`config.mk`:
```
export PLATFORM = sky130hd
export DESIGN_NAME = region_miss_log
export DESIGN_NICKNAME = d
export VERILOG_FILES = /design/src/rtl/rml_pkg.sv /design/src/rtl/rml_delta_cnt.sv /design/src/rtl/rml_store.sv /design/src/rtl/rml_scan_ctrl.sv /design/src/rtl/region_miss_log.sv
export SDC_FILE = /design/constraint.sdc
export NUM_CORES = 1
export LEC_CHECK = 0
export ABC_AREA = 1
export BUFFER_PORTS_ARGS = -buffer_cell sky130_fd_sc_hd__buf_2
export CORE_ASPECT_RATIO = 0.6
export CORE_UTILIZATION = 50
export CTS_BUF_LIST = sky130_fd_sc_hd__clkbuf_4
export CTS_CLUSTER_SIZE = 20
export DETAILED_ROUTE_END_ITERATION = 16
export PLACE_DENSITY = 0.66
export SLEW_MARGIN = 20
export SYNTH_ARGS = -nofsm -noshare
export SYNTH_HDL_FRONTEND = slang
export SYNTH_SLANG_ARGS = --single-unit
export TNS_END_PERCENT = 20
```
`constraint.sdc`:
```
create_clock -name clk -period 5.2 [get_ports clk]
set_input_delay 0.52 -clock clk [delete_from_list [all_inputs] [get_ports clk]]
set_output_delay 0.52 -clock clk [all_outputs]
set_load 0.01 [all_outputs]
```
`src/rtl/rml_pkg.sv`:
```
// Package: shared types for the region miss order log.
// Assumes nothing beyond a single clock domain.
package rml_pkg;
    // Controller state: idle, duplicate scan in progress, lookup in progress.
    typedef enum logic [1:0] {
        ST_IDLE   = 2'd0,
        ST_DEDUP  = 2'd1,
        ST_SEARCH = 2'd2
    } scan_state_e;
endpackage

```
`src/rtl/rml_delta_cnt.sv`:
```
// Module: saturating counter of non-trigger accesses between triggers.
// Assumes clr_i marks the cycle in which a push is accepted.
module rml_delta_cnt #(
    parameter int DELTA_W = 4
) (
    input  logic               clk,
    input  logic               rst_n,
    input  logic               inc_i,
    input  logic               clr_i,
    output logic [DELTA_W-1:0] cnt_o
);
    localparam logic [DELTA_W-1:0] CNT_MAX = {DELTA_W{1'b1}};

    logic [DELTA_W-1:0] cnt_q;

    // Count accesses, restarting on an accepted push and holding at the maximum.
    always_ff @(posedge clk) begin
        if (!rst_n) begin
            cnt_q <= '0;
        end else if (clr_i) begin
            cnt_q <= inc_i ? DELTA_W'(1) : '0;
        end else if (inc_i && cnt_q != CNT_MAX) begin
            cnt_q <= cnt_q + DELTA_W'(1);
        end
    end

    assign cnt_o = cnt_q;


    sat_hold_chk: assert property (@(posedge clk) disable iff (!rst_n)
        (cnt_q == CNT_MAX && inc_i && !clr_i) |=> cnt_q == CNT_MAX);


    clr_zero_chk: assert property (@(posedge clk) disable iff (!rst_n)
        (clr_i && !inc_i) |=> cnt_q == '0);
endmodule

```
`src/rtl/rml_store.sv`:
```
// Module: ring storage of log entries with write pointer and fill level.
// Provides one read port for the scan controller and one for the consumer.
// Assumes DEPTH is a power of two, so the pointer wraps by overflow.
module rml_store #(
    parameter int DEPTH    = 8,
    parameter int REGION_W = 8,
    parameter int PIDX_W   = 8,
    parameter int DELTA_W  = 4,
    localparam int AW      = $clog2(DEPTH)
) (
    input  logic                clk,
    input  logic                rst_n,
    input  logic                wr_en_i,
    input  logic [REGION_W-1:0] wr_region_i,
    input  logic [PIDX_W-1:0]   wr_pidx_i,
    input  logic [DELTA_W-1:0]  wr_delta_i,
    input  logic [AW-1:0]       scan_pos_i,
    output logic [REGION_W-1:0] scan_region_o,
    output logic [PIDX_W-1:0]   scan_pidx_o,
    output logic [DELTA_W-1:0]  scan_delta_o,
    input  logic [AW-1:0]       rd_pos_i,
    output logic                rd_valid_o,
    output logic                rd_last_o,
    output logic [REGION_W-1:0] rd_region_o,
    output logic [PIDX_W-1:0]   rd_pidx_o,
    output logic [DELTA_W-1:0]  rd_delta_o,
    output logic [AW:0]         level_o,
    output logic [AW-1:0]       newest_o
);
    localparam logic [AW:0] FULL = (AW+1)'(DEPTH);

    logic [REGION_W-1:0] region_q [DEPTH];
    logic [PIDX_W-1:0]   pidx_q   [DEPTH];
    logic [DELTA_W-1:0]  delta_q  [DEPTH];
    logic [AW-1:0]       wr_ptr_q;
    logic [AW:0]         level_q;

    // One register set per slot, loaded when the write pointer selects it.
    for (genvar s = 0; s < DEPTH; s++) begin : g_slot
        always_ff @(posedge clk) begin
            if (!rst_n) begin
                region_q[s] <= '0;
                pidx_q[s]   <= '0;
                delta_q[s]  <= '0;
            end else if (wr_en_i && wr_ptr_q == AW'(s)) begin
                region_q[s] <= wr_region_i;
                pidx_q[s]   <= wr_pidx_i;
                delta_q[s]  <= wr_delta_i;
            end
        end
    end

    // Advance the write pointer and the fill level, the level stopping at full.
    always_ff @(posedge clk) begin
        if (!rst_n) begin
            wr_ptr_q <= '0;
            level_q  <= '0;
        end else if (wr_en_i) begin
            wr_ptr_q <= wr_ptr_q + AW'(1);
            if (level_q != FULL) level_q <= level_q + (AW+1)'(1);
        end
    end

    // Read ports and live/newest decode.
    always_comb begin
        scan_region_o = region_q[scan_pos_i];
        scan_pidx_o   = pidx_q[scan_pos_i];
        scan_delta_o  = delta_q[scan_pos_i];
        rd_region_o   = region_q[rd_pos_i];
        rd_pidx_o     = pidx_q[rd_pos_i];
        rd_delta_o    = delta_q[rd_pos_i];
        newest_o      = wr_ptr_q - AW'(1);
        rd_valid_o    = (level_q == FULL) || ({1'b0, rd_pos_i} < level_q);
        rd_last_o     = (level_q != '0) && (rd_pos_i == newest_o);
    end

    assign level_o = level_q;


    level_bound_chk: assert property (@(posedge clk) disable iff (!rst_n)
        level_q <= FULL);


    level_grow_chk: assert property (@(posedge clk) disable iff (!rst_n)
        (wr_en_i && level_q < FULL) |=> level_q == $past(level_q) + (AW+1)'(1));


    full_stays_chk: assert property (@(posedge clk) disable iff (!rst_n)
        (level_q == FULL) |=> level_q == FULL);
endmodule

```
`src/rtl/rml_scan_ctrl.sv`:
```
// Module: accepts pushes and lookups, runs the one-entry-per-cycle
// duplicate scan and region lookup from newest to oldest, and issues writes.
// Assumes the store's level and newest slot change only through wr_en_o.
module rml_scan_ctrl
    import rml_pkg::*;
#(
    parameter int DEPTH    = 8,
    parameter int REGION_W = 8,
    parameter int PIDX_W   = 8,
    parameter int DELTA_W  = 4,
    localparam int AW      = $clog2(DEPTH)
) (
    input  logic                clk,
    input  logic                rst_n,
    input  logic                dedup_en_i,
    input  logic                push_valid_i,
    input  logic [REGION_W-1:0] push_region_i,
    input  logic [PIDX_W-1:0]   push_pidx_i,
    input  logic                search_valid_i,
    input  logic [REGION_W-1:0] search_region_i,
    input  logic [DELTA_W-1:0]  delta_i,
    input  logic [AW:0]         level_i,
    input  logic [AW-1:0]       newest_i,
    input  logic [REGION_W-1:0] scan_region_i,
    input  logic [PIDX_W-1:0]   scan_pidx_i,
    input  logic [DELTA_W-1:0]  scan_delta_i,
    output logic [AW-1:0]       scan_pos_o,
    output logic                wr_en_o,
    output logic [REGION_W-1:0] wr_region_o,
    output logic [PIDX_W-1:0]   wr_pidx_o,
    output logic [DELTA_W-1:0]  wr_delta_o,
    output logic                clr_o,
    output logic                busy_o,
    output logic                done_o,
    output logic                hit_o,
    output logic [AW-1:0]       pos_o
);
    scan_state_e         state_q;
    logic [AW-1:0]       age_q;
    logic [REGION_W-1:0] pend_region_q;
    logic [PIDX_W-1:0]   pend_pidx_q;
    logic [DELTA_W-1:0]  pend_delta_q;
    logic [REGION_W-1:0] key_q;
    logic                done_q;
    logic                hit_q;
    logic [AW-1:0]       pos_q;

    logic idle;
    logic push_acc;
    logic push_direct;
    logic last_age;
    logic dup_match;
    logic reg_match;

    // Decode acceptance, scan position and per-cycle comparisons.
    always_comb begin
        idle        = (state_q == ST_IDLE);
        push_acc    = idle && push_valid_i;
        push_direct = push_acc && !(dedup_en_i && level_i != '0);
        scan_pos_o  = newest_i - age_q;
        last_age    = ({1'b0, age_q} == level_i - (AW+1)'(1));
        dup_match   = (scan_region_i == pend_region_q) &&
                      (scan_pidx_i == pend_pidx_q) &&
                      (scan_delta_i == pend_delta_q);
        reg_match   = (scan_region_i == key_q);
    end

    // Select the write source: a direct push or the end of a clean dedup scan.
    always_comb begin
        wr_en_o     = 1'b0;
        wr_region_o = push_region_i;
        wr_pidx_o   = push_pidx_i;
        wr_delta_o  = delta_i;
        if (push_direct) begin
            wr_en_o = 1'b1;
        end else if (state_q == ST_DEDUP && !dup_match && last_age) begin
            wr_en_o     = 1'b1;
            wr_region_o = pend_region_q;
            wr_pidx_o   = pend_pidx_q;
            wr_delta_o  = pend_delta_q;
        end
    end

    // Sequence the scans and register lookup results.
    always_ff @(posedge clk) begin
        if (!rst_n) begin
            state_q       <= ST_IDLE;
            age_q         <= '0;
            pend_region_q <= '0;
            pend_pidx_q   <= '0;
            pend_delta_q  <= '0;
            key_q         <= '0;
            done_q        <= 1'b0;
            hit_q         <= 1'b0;
            pos_q         <= '0;
        end else begin
            done_q <= 1'b0;
            unique case (state_q)
                ST_IDLE: begin
                    age_q <= '0;
                    if (push_valid_i) begin
                        pend_region_q <= push_region_i;
                        pend_pidx_q   <= push_pidx_i;
                        pend_delta_q  <= delta_i;
                        if (!push_direct) state_q <= ST_DEDUP;
                    end else if (search_valid_i) begin
                        key_q <= search_region_i;
                        if (level_i == '0) begin
                            done_q <= 1'b1;
                            hit_q  <= 1'b0;
                            pos_q  <= '0;
                        end else begin
                            state_q <= ST_SEARCH;
                        end
                    end
                end
                ST_DEDUP: begin
                    if (dup_match || last_age) state_q <= ST_IDLE;
                    else                       age_q   <= age_q + AW'(1);
                end
                ST_SEARCH: begin
                    if (reg_match) begin
                        done_q  <= 1'b1;
                        hit_q   <= 1'b1;
                        pos_q   <= scan_pos_o;
                        state_q <= ST_IDLE;
                    end else if (last_age) begin
                        done_q  <= 1'b1;
                        hit_q   <= 1'b0;
                        pos_q   <= '0;
                        state_q <= ST_IDLE;
                    end else begin
                        age_q <= age_q + AW'(1);
                    end
                end
                default: state_q <= ST_IDLE;
            endcase
        end
    end

    assign clr_o  = push_acc;
    assign busy_o = !idle;
    assign done_o = done_q;
    assign hit_o  = hit_q;
    assign pos_o  = pos_q;


    search_no_write_chk: assert property (@(posedge clk) disable iff (!rst_n)
        (state_q == ST_SEARCH) |=> $stable(level_i));


    scan_nonempty_chk: assert property (@(posedge clk) disable iff (!rst_n)
        (state_q != ST_IDLE) |-> level_i != '0);


    miss_pos_chk: assert property (@(posedge clk) disable iff (!rst_n)
        (done_q && !hit_q) |-> pos_q == '0);


    dup_drop_chk: assert property (@(posedge clk) disable iff (!rst_n)
        (state_q == ST_DEDUP && dup_match) |-> !wr_en_o);
endmodule

```
`src/rtl/region_miss_log.sv`:
```
// Module: top of the region miss order log. Wires the gap counter, the
// ring storage and the scan controller together.
// Assumes DEPTH is a power of two and all inputs are synchronous to clk.
module region_miss_log #(
    parameter int DEPTH    = 8,
    parameter int REGION_W = 8,
    parameter int PIDX_W   = 8,
    parameter int DELTA_W  = 4,
    localparam int AW      = $clog2(DEPTH)
) (
    input  logic                clk,
    input  logic                rst_n,
    input  logic                access_i,
    input  logic                dedup_en_i,
    input  logic                push_valid_i,
    input  logic [REGION_W-1:0] push_region_i,
    input  logic [PIDX_W-1:0]   push_pidx_i,
    input  logic                search_valid_i,
    input  logic [REGION_W-1:0] search_region_i,
    output logic                busy_o,
    output logic                search_done_o,
    output logic                search_hit_o,
    output logic [AW-1:0]       search_pos_o,
    input  logic [AW-1:0]       rd_pos_i,
    output logic                rd_valid_o,
    output logic                rd_last_o,
    output logic [REGION_W-1:0] rd_region_o,
    output logic [PIDX_W-1:0]   rd_pidx_o,
    output logic [DELTA_W-1:0]  rd_delta_o
);
    logic [DELTA_W-1:0]  cnt;
    logic                clr;
    logic                wr_en;
    logic [REGION_W-1:0] wr_region;
    logic [PIDX_W-1:0]   wr_pidx;
    logic [DELTA_W-1:0]  wr_delta;
    logic [AW-1:0]       scan_pos;
    logic [REGION_W-1:0] scan_region;
    logic [PIDX_W-1:0]   scan_pidx;
    logic [DELTA_W-1:0]  scan_delta;
    logic [AW:0]         level;
    logic [AW-1:0]       newest;

    rml_delta_cnt #(.DELTA_W(DELTA_W)) i_cnt (
        .clk   (clk),
        .rst_n (rst_n),
        .inc_i (access_i),
        .clr_i (clr),
        .cnt_o (cnt)
    );

    rml_store #(
        .DEPTH(DEPTH), .REGION_W(REGION_W), .PIDX_W(PIDX_W), .DELTA_W(DELTA_W)
    ) i_store (
        .clk           (clk),
        .rst_n         (rst_n),
        .wr_en_i       (wr_en),
        .wr_region_i   (wr_region),
        .wr_pidx_i     (wr_pidx),
        .wr_delta_i    (wr_delta),
        .scan_pos_i    (scan_pos),
        .scan_region_o (scan_region),
        .scan_pidx_o   (scan_pidx),
        .scan_delta_o  (scan_delta),
        .rd_pos_i      (rd_pos_i),
        .rd_valid_o    (rd_valid_o),
        .rd_last_o     (rd_last_o),
        .rd_region_o   (rd_region_o),
        .rd_pidx_o     (rd_pidx_o),
        .rd_delta_o    (rd_delta_o),
        .level_o       (level),
        .newest_o      (newest)
    );

    rml_scan_ctrl #(
        .DEPTH(DEPTH), .REGION_W(REGION_W), .PIDX_W(PIDX_W), .DELTA_W(DELTA_W)
    ) i_ctrl (
        .clk             (clk),
        .rst_n           (rst_n),
        .dedup_en_i      (dedup_en_i),
        .push_valid_i    (push_valid_i),
        .push_region_i   (push_region_i),
        .push_pidx_i     (push_pidx_i),
        .search_valid_i  (search_valid_i),
        .search_region_i (search_region_i),
        .delta_i         (cnt),
        .level_i         (level),
        .newest_i        (newest),
        .scan_region_i   (scan_region),
        .scan_pidx_i     (scan_pidx),
        .scan_delta_i    (scan_delta),
        .scan_pos_o      (scan_pos),
        .wr_en_o         (wr_en),
        .wr_region_o     (wr_region),
        .wr_pidx_o       (wr_pidx),
        .wr_delta_o      (wr_delta),
        .clr_o           (clr),
        .busy_o          (busy_o),
        .done_o          (search_done_o),
        .hit_o           (search_hit_o),
        .pos_o           (search_pos_o)
    );


    busy_no_write_chk: assert property (@(posedge clk) disable iff (!rst_n)
        (busy_o && push_valid_i && !wr_en) |=> $stable(level));
endmodule

```
==> metrics.txt, run 1 <==
Fmax 212 MHz; number of top-level pins 61; worst hold path class in2reg; remaining design rule violation count 0; power per unit of standard cell area 538 nW/µm²; top flip-flop cell by instance count after synthesis sky130_fd_sc_hd__edfxtp_1; total number of yosys warnings 0; Post-Syn Area per Cell 7.66 µm²; per-cell routed wire length 19.1 µm; area growth from synthesis to final layout 9.64%; buffer and inverter count on the worst path 4; Crit path largest cell delay 490 ps; buffers inserted by post-CTS timing repair 0; simple logic cell fraction of the synthesized area 0.298; gr usage total 0.311; result of the run completed; critical-path cell list inv_1, ha_1, fa_2, inv_1, nand2_1, nand2_1, nand2_4, nand2_4, inv_2, nand2_1, nand2_1, nand2_1, nand2_1, nor2_1, nand2_1, nor2_1, nand3_2, nand2_4, nand2_4, nand4_1, buf_4, nor2_1; minimum clock period after layout 4720 ps; vertical die dimension 124 µm; fraction of synthesized area in multiplexers 0; Slew @ Worst Pin 1030 ps; area of the placeable core 24300 µm²; final worst-path setup slack 478 ps; Netlist Area Pre-Place 12400 µm²; total of fill cells in the finished design 2293; global placement routability congestion 0.842; post_cts resized 0; Async S/R FF share, synth 0; starting density of the core 0.511; reported leakage power 5.71 nW; leading cell type in the layout, fill and taps excluded sky130_fd_sc_hd__nand2_1; worst hold path depth 3; fraction of layout cells with a size suffix above 1 0.131; leading cell types in the layout, fill and taps excluded sky130_fd_sc_hd__nand2_1, sky130_fd_sc_hd__nor2_1, sky130_fd_sc_hd__nand3_1; H-tree depth 2; Crit-path slowest cell sky130_fd_sc_hd__dfxtp_1; count of max-cap constraint violations 0; hold path start search_region_i[5]; most frequent cell on the critical path sky130_fd_sc_hd__nand2_1; number of different library cells in the post-synthesis netlist 40; detailed router's first-iteration violation count 1256; count of endpoints failing hold in the final timing report 0; instance count of the mapped netlist 1619; largest net degree at the start of global routing 91; number of setup violations in the final report 0; fraction of the mapped netlist area in compound gates 0.132; Post-Route Setup TNS 0 ps; die span in x 205 µm; data arrival time of the critical path 5150 ps; Routed WL 38.7 mm; RSZ-0062 raised after global routing false; Finished Core Util 0.560; detailed-route via count 11500; count of pins over their slew limit 0; crit path kind reg2reg; number of global-route vias before repair 10500; cts hold-fix bufs 0; antenna violations before repair 0; number of sinks driven by the clock tree 209; end of the worst register-to-register path i_store.region_q[2][5]$_SDFFCE_PN0P_; critical path data required time 5630 ps; sort of element at the end of the critical path flop; Clock Skew 33.3 ps; Inserted Clock Buffers 52; Synth Register Bits 209; later-pin clock latency in the skew report 710 ps; worst r2r src i_store.wr_ptr_q[0]$_SDFFE_PN0P_; worst ir drop on vdd 0.519 mV; largest family of logic cells by synthesized area simple AND/OR/NAND/NOR gates; vias per cell 5.65; synthesized netlist net count 1672; worst min-delay path endpoint i_ctrl.key_q[5]$_SDFFE_PN0P_; period utilization 0.908; maximum fanout encountered on the critical timing path 30; DP Wirelength 23.9 mm; Clock transition at path regs 70 ps; TritonCTS clock tree yes; Setup Slack @ Placement 576 ps; total power consumption of the routed design 7.32 mW; number of detailed-routing iterations run before antenna repair 6; top cell family by delay on the critical path simple AND/OR/NAND/NOR gates; count of flip-flops with a built-in enable after synthesis 160; first-pass GRT wire length 58.9 mm; post-synthesis xor/xnor area fraction 0.00706; Final nets 1715; Clock Tree Buf Depth 3; cell count of the worst reg-to-reg path 22; adder-cell share of the synthesized area 0.0208; reg2reg setup slack 480 ps; DRT antenna net count 0; leftover overflow at the end of global routing 0; cell row count 44; clock root buffer sky130_fd_sc_hd__clkbuf_4; Seq/Total Area, Yosys 0.466; die area 25500 µm²; CP Launch Type flop; headroom to the max-slew limit 0.317; port bufs 60
per-stage QoR:
stage | instance area (µm²) | cells | hold WS [ps]
after floorplan | 12400 | 1619 | 444
after global placement | 12900 | 1930 | 451
after detailed placement | 12900 | 1930 | 453
after CTS | 13600 | 2028 | 66.3
after global routing | 13600 | 2028 | 111
final | 13600 | 2029 | 110
tightest hold or removal path, stage by stage:
cell and delay [ps]:
sky130_fd_sc_hd__buf_2 70, sky130_fd_sc_hd__o21ai_0 70, sky130_fd_sc_hd__a21oi_1 100
metal layers:
| metal | wire (µm) | global-route usage | vias up |
|---|---|---|---|
| li1 | - | - | 5475 |
| met1 | 16900 | 0.441 | 5286 |
| met2 | 16600 | 0.470 | 611 |
| met3 | 4010 | 0.0539 | 96 |
| met4 | 1250 | 0.130 | 0 |
| met5 | 0 | 0 | - |
report_power, final:
group | total [mW] | internal, mW | switching [mW]
sequential | 2.14 | 2.01 | 0.129
combinational | 3.71 | 1.10 | 2.61
clock | 1.47 | 0.745 | 0.722
registers in the layout, indices dropped and copies added, names as in the netlist:
signal	count
i_cnt.cnt_o	4
i_ctrl.age_q	3
i_ctrl.done_o	1
i_ctrl.hit_o	1
i_ctrl.key_q	8
i_ctrl.pend_delta_q	4
i_ctrl.pend_pidx_q	8
i_ctrl.pend_region_q	8
i_ctrl.pos_o	3
i_ctrl.state_q	2
i_store.delta_q	32
i_store.level_o	4
i_store.pidx_q	64
i_store.region_q	64
i_store.wr_ptr_q	3
how the worst max path moves through the flow:
stage | slack (ps) | from | to | cells after the start
final | 480 | i_store.wr_ptr_q[0]$_SDFFE_PN0P_ | i_store.region_q[2][5]$_SDFFCE_PN0P_ | 22
after global routing | 230 | i_store.wr_ptr_q[0]$_SDFFE_PN0P_ | i_store.region_q[2][5]$_SDFFCE_PN0P_ | 22
after CTS | 570 | i_store.wr_ptr_q[0]$_SDFFE_PN0P_ | i_store.delta_q[3][0]$_SDFFCE_PN0P_ | 22
after detailed placement | 580 | i_store.wr_ptr_q[0]$_SDFFE_PN0P_ | i_store.region_q[2][4]$_SDFFCE_PN0P_ | 22
after global placement | 660 | i_store.wr_ptr_q[0]$_SDFFE_PN0P_ | i_store.region_q[2][7]$_SDFFCE_PN0P_ | 20
after floorplan | 1400 | i_store.wr_ptr_q[0]$_SDFFE_PN0P_ | i_store.delta_q[0][0]$_SDFFCE_PN0P_ | 20
cells by family (layout without fill, tap and decap cells):
kind of cell | count (synthesis) | count (layout)
buf+inv | 218 | 305
compound gates | 264 | 264
fa+ha+maj | 20 | 20
other cells | 0 | 1
simple gates | 898 | 898
flops | 209 | 209
xor+xnor | 10 | 10
Yosys cell counts, types with 2 or more instances:
cell type                  instances  area [µm²]
sky130_fd_sc_hd__nor2_1          279        1050
sky130_fd_sc_hd__o21ai_0         115         576
sky130_fd_sc_hd__clkbuf_1         54         203
sky130_fd_sc_hd__a21oi_1          76         380
sky130_fd_sc_hd__o22ai_1          11        68.8
sky130_fd_sc_hd__edfxtp_1        160        4800
sky130_fd_sc_hd__o21ai_1           4        20.0
sky130_fd_sc_hd__nand2_4           5        56.3
sky130_fd_sc_hd__inv_1           111         417
sky130_fd_sc_hd__a21boi_0          2        15.0
sky130_fd_sc_hd__buf_2            28         140
sky130_fd_sc_hd__inv_2             3        11.3
sky130_fd_sc_hd__buf_4             5        37.5
sky130_fd_sc_hd__nand2_2          15        93.8
sky130_fd_sc_hd__o21ai_4          20         325
sky130_fd_sc_hd__a221oi_1          8        70.1
sky130_fd_sc_hd__o211ai_1          4        30.0
sky130_fd_sc_hd__or2_2             2        12.5
sky130_fd_sc_hd__xor2_1            6        52.6
sky130_fd_sc_hd__dfxtp_1          49         981
sky130_fd_sc_hd__buf_6             8        90.1
sky130_fd_sc_hd__xnor2_1           4        35.0
sky130_fd_sc_hd__nand2_1         422        1580
sky130_fd_sc_hd__ha_1             19         238
sky130_fd_sc_hd__nand4_1           7        43.8
sky130_fd_sc_hd__buf_1             6        22.5
sky130_fd_sc_hd__clkinv_1          2        7.51
sky130_fd_sc_hd__nand3_1         163         816
sky130_fd_sc_hd__a31oi_1          20         125
area by class of cell:
class / instances / area [µm²] / share of cell area
Timing Repair Buffer: 90 / 576 / 0.0423
Clock buffer: 79 / 593 / 0.0436
Antenna cell: 1 / 2.50 / 0.000184
Multi-Input combinational cell: 1192 / 5700 / 0.419
Tap cell: 322 / 403 / 0.0296
Sequential cell: 209 / 5790 / 0.425
Inverter: 117 / 444 / 0.0327
Clock inverter: 19 / 100 / 0.00736
Note: power is estimated with default switching activity, not from simulation.
==> run 2: changes to the inputs <==
--- a/config.mk
+++ b/config.mk
@@ -8,11 +8,11 @@
 export ABC_AREA = 1
 export BUFFER_PORTS_ARGS = -buffer_cell sky130_fd_sc_hd__buf_2
 export CORE_ASPECT_RATIO = 0.6
-export CORE_UTILIZATION = 50
+export CORE_UTILIZATION = 55
 export CTS_BUF_LIST = sky130_fd_sc_hd__clkbuf_4
 export CTS_CLUSTER_SIZE = 20
 export DETAILED_ROUTE_END_ITERATION = 16
-export PLACE_DENSITY = 0.66
+export PLACE_DENSITY = 0.72
 export SLEW_MARGIN = 20
 export SYNTH_ARGS = -nofsm -noshare
 export SYNTH_HDL_FRONTEND = slang
==> metrics.txt, run 2 (synthesized netlist as in run 1, its figures left out) <==
number of global-route vias before repair 10900 (+3.9%); worst r2r src i_store.wr_ptr_q[0]$_SDFFE_PN0P_; DRT antenna net count 0 (unchanged); post_cts resized 0 (unchanged); sort of element at the end of the critical path flop; leading cell type in the layout, fill and taps excluded sky130_fd_sc_hd__nand2_1; Inserted Clock Buffers 50 (-3.8%); RSZ-0062 raised after global routing false; H-tree depth 2 (unchanged); Worst setup startpoint i_store.wr_ptr_q[0]$_SDFFE_PN0P_; number of setup violations in the final report 0 (unchanged); worst hold path class in2reg; total of fill cells in the finished design 2004 (-13%); clock root buffer sky130_fd_sc_hd__clkbuf_4; first-pass GRT wire length 61.4 mm (+4.4%); Crit-path slowest cell sky130_fd_sc_hd__fa_2; TritonCTS clock tree yes; antenna violations before repair 1 (+1); Final nets 1710 (-0.29%); global placement routability congestion 0.903 (+7.3%); worst hold path depth 3 (unchanged); cts hold-fix bufs 0 (unchanged); data arrival time of the critical path 5140 ps (about the same); part of the total power dissipated in combinational logic 0.513 (+0.006); critical-path cell list inv_1, ha_1, fa_2, buf_4, nand3_1, nand2_1, nand3_1, nand3_1, nand2_1, nor2_1, nand2_1, nor2_1, nand3_2, nand2_4, nand2_4, nand4_1, buf_4, nor2_1; per-cell routed wire length 20.3 µm (+6.4%); worst ir drop on vdd 0.471 mV (-9.1%); worst min-delay path endpoint i_cnt.cnt_o[0]$_SDFFE_PN0P_; largest net degree at the start of global routing 91 (unchanged); part of the total power dissipated in sequential elements 0.296 (+0.003); fraction of layout cells with a size suffix above 1 0.130 (-0.00107); buffers inserted by post-CTS timing repair 0 (unchanged); Post-Route Setup TNS 0 ps (unchanged); starting density of the core 0.562 (+0.0511); Clock transition at path regs 70 ps (about the same); internal power 3.80 mW (-1.4%); Crit path largest cell delay 870 ps (+380 ps); port bufs 60 (unchanged); switching pwr 3.46 mW (-0.19%); cell count of the worst reg-to-reg path 18 (-18%); headroom to the max-slew limit 0.295 (-0.0211); CP Launch Type flop; crit path kind reg2reg; reported leakage power 5.67 nW (-0.70%); switching power share of the total 0.476 (+0.00293); maximum fanout encountered on the critical timing path 25 (-17%); Fmax 211 MHz (-0.27%); cell area after placement 12800 µm² (-0.62%); critical path data required time 5610 ps (-20 ps); Final Instance Area 13500 µm² (-0.93%); area growth from synthesis to final layout 8.62%; clock share of power 0.191 (-0.009); hold path start access_i; area of the placeable core 22100 µm² (-9.1%); largest registers ranked by flip-flop count i_store.pidx_q: 64 flops, i_store.region_q: 64 flops, i_store.delta_q: 32 flops; count of pins over their slew limit 0 (unchanged); detailed-route via count 11800 (+2.7%); Routed WL 40.3 mm (+4.1%); remaining design rule violation count 0 (unchanged); number of top-level pins 61 (unchanged); vertical die dimension 118 µm (-4.6%); number of detailed-routing iterations run before antenna repair 6 (unchanged); result of the run completed; power per unit of standard cell area 539 nW/µm² (+0.13%); DP Wirelength 23.8 mm (-0.27%); vias per cell 5.93 (+5.0%); Clock Skew 47.4 ps (+14.1 ps); leading cell types in the layout, fill and taps excluded sky130_fd_sc_hd__nand2_1, sky130_fd_sc_hd__nor2_1, sky130_fd_sc_hd__nand3_1; die span in x 196 µm (-4.6%); later-pin clock latency in the skew report 720 ps (about the same); Slew @ Worst Pin 1060 ps (+31.6 ps); reg2reg setup slack 470 ps (about the same); leftover overflow at the end of global routing 0 (unchanged); count of endpoints failing hold in the final timing report 0 (unchanged); gr usage total 0.352 (+0.0419); number of sinks driven by the clock tree 209 (unchanged); period utilization 0.910 (+0.00246); Clock Tree Buf Depth 3 (unchanged); detailed router's first-iteration violation count 1384 (+10%); minimum clock period after layout 4730 ps (+12.8 ps); cell row count 42 (-4.5%); end of the worst register-to-register path i_store.delta_q[0][0]$_SDFFCE_PN0P_; count of max-cap constraint violations 0 (unchanged); die area 23200 µm² (-9.0%)
[run 2: area by class of cell]
| type | instances | area [µm²] | area share |
|---|---|---|---|
| Sequential cell | 209 | 5790 | 0.429 |
| Multi-Input combinational cell | 1192 | 5700 | 0.423 |
| Clock buffer | 79 | 593 | 0.0440 |
| Timing Repair Buffer | 87 | 541 | 0.0401 |
| Inverter | 117 | 444 | 0.0330 |
| Tap cell | 286 | 358 | 0.0266 |
| Clock inverter | 13 | 51.3 | 0.00381 |
| Antenna cell | 2 | 5.00 | 0.000371 |
[run 2: layer usage]
layer,vias up,global-route usage,routed length [µm]
met5,-,0,0
met4,0,0.132,1130
met3,94,0.105,5610
met2,802,0.512,16900
met1,5420,0.496,16700
li1,5464,-,-
[run 2: critical path: cells and delay by family, from the launching register on]
family / cells / cell delay (ps)
AND/OR/NAND/NOR: 13 / 1660
adder cells (fa/ha/maj): 2 / 1260
buffers and inverters: 3 / 960
flip-flops: 1 / 510
[run 2: metrics by stage]
step	cells	power [mW]	hold WS, ps	worst slack (ps)	util
CTS	1983	7.17	64.5	589	0.610
finish	1985	7.26	104	466	0.610
floorplan	1619	4.79	444	1400	-
global route	1985	7.78	105	216	0.610
detailed placement	1891	5.80	453	658	0.581
global placement	1891	5.71	449	809	0.581
[run 2: how the worst max path moves through the flow]
stage	to	slack, ps	cells past startpoint
after detailed placement	i_store.region_q[4][3]$_SDFFCE_PN0P_	660	18
after floorplan	i_store.delta_q[0][0]$_SDFFCE_PN0P_	1400	20
after CTS	i_store.delta_q[0][0]$_SDFFCE_PN0P_	590	18
after global routing	i_store.delta_q[0][0]$_SDFFCE_PN0P_	220	18
final	i_store.delta_q[0][0]$_SDFFCE_PN0P_	470	18
after global placement	i_store.region_q[3][5]$_SDFFCE_PN0P_	810	18
[run 2: power by group through the flow]
stage          Clock, mW  Combinational [mW]  Sequential [mW]
5_1_grt             1.48                4.13             2.17
6_report            1.39                3.73             2.15
4_1_cts             1.40                3.63             2.14
3_3_place_gp           0                3.54             2.17
2_1_floorplan          0                2.66             2.13
3_5_place_dp           0                3.62             2.18
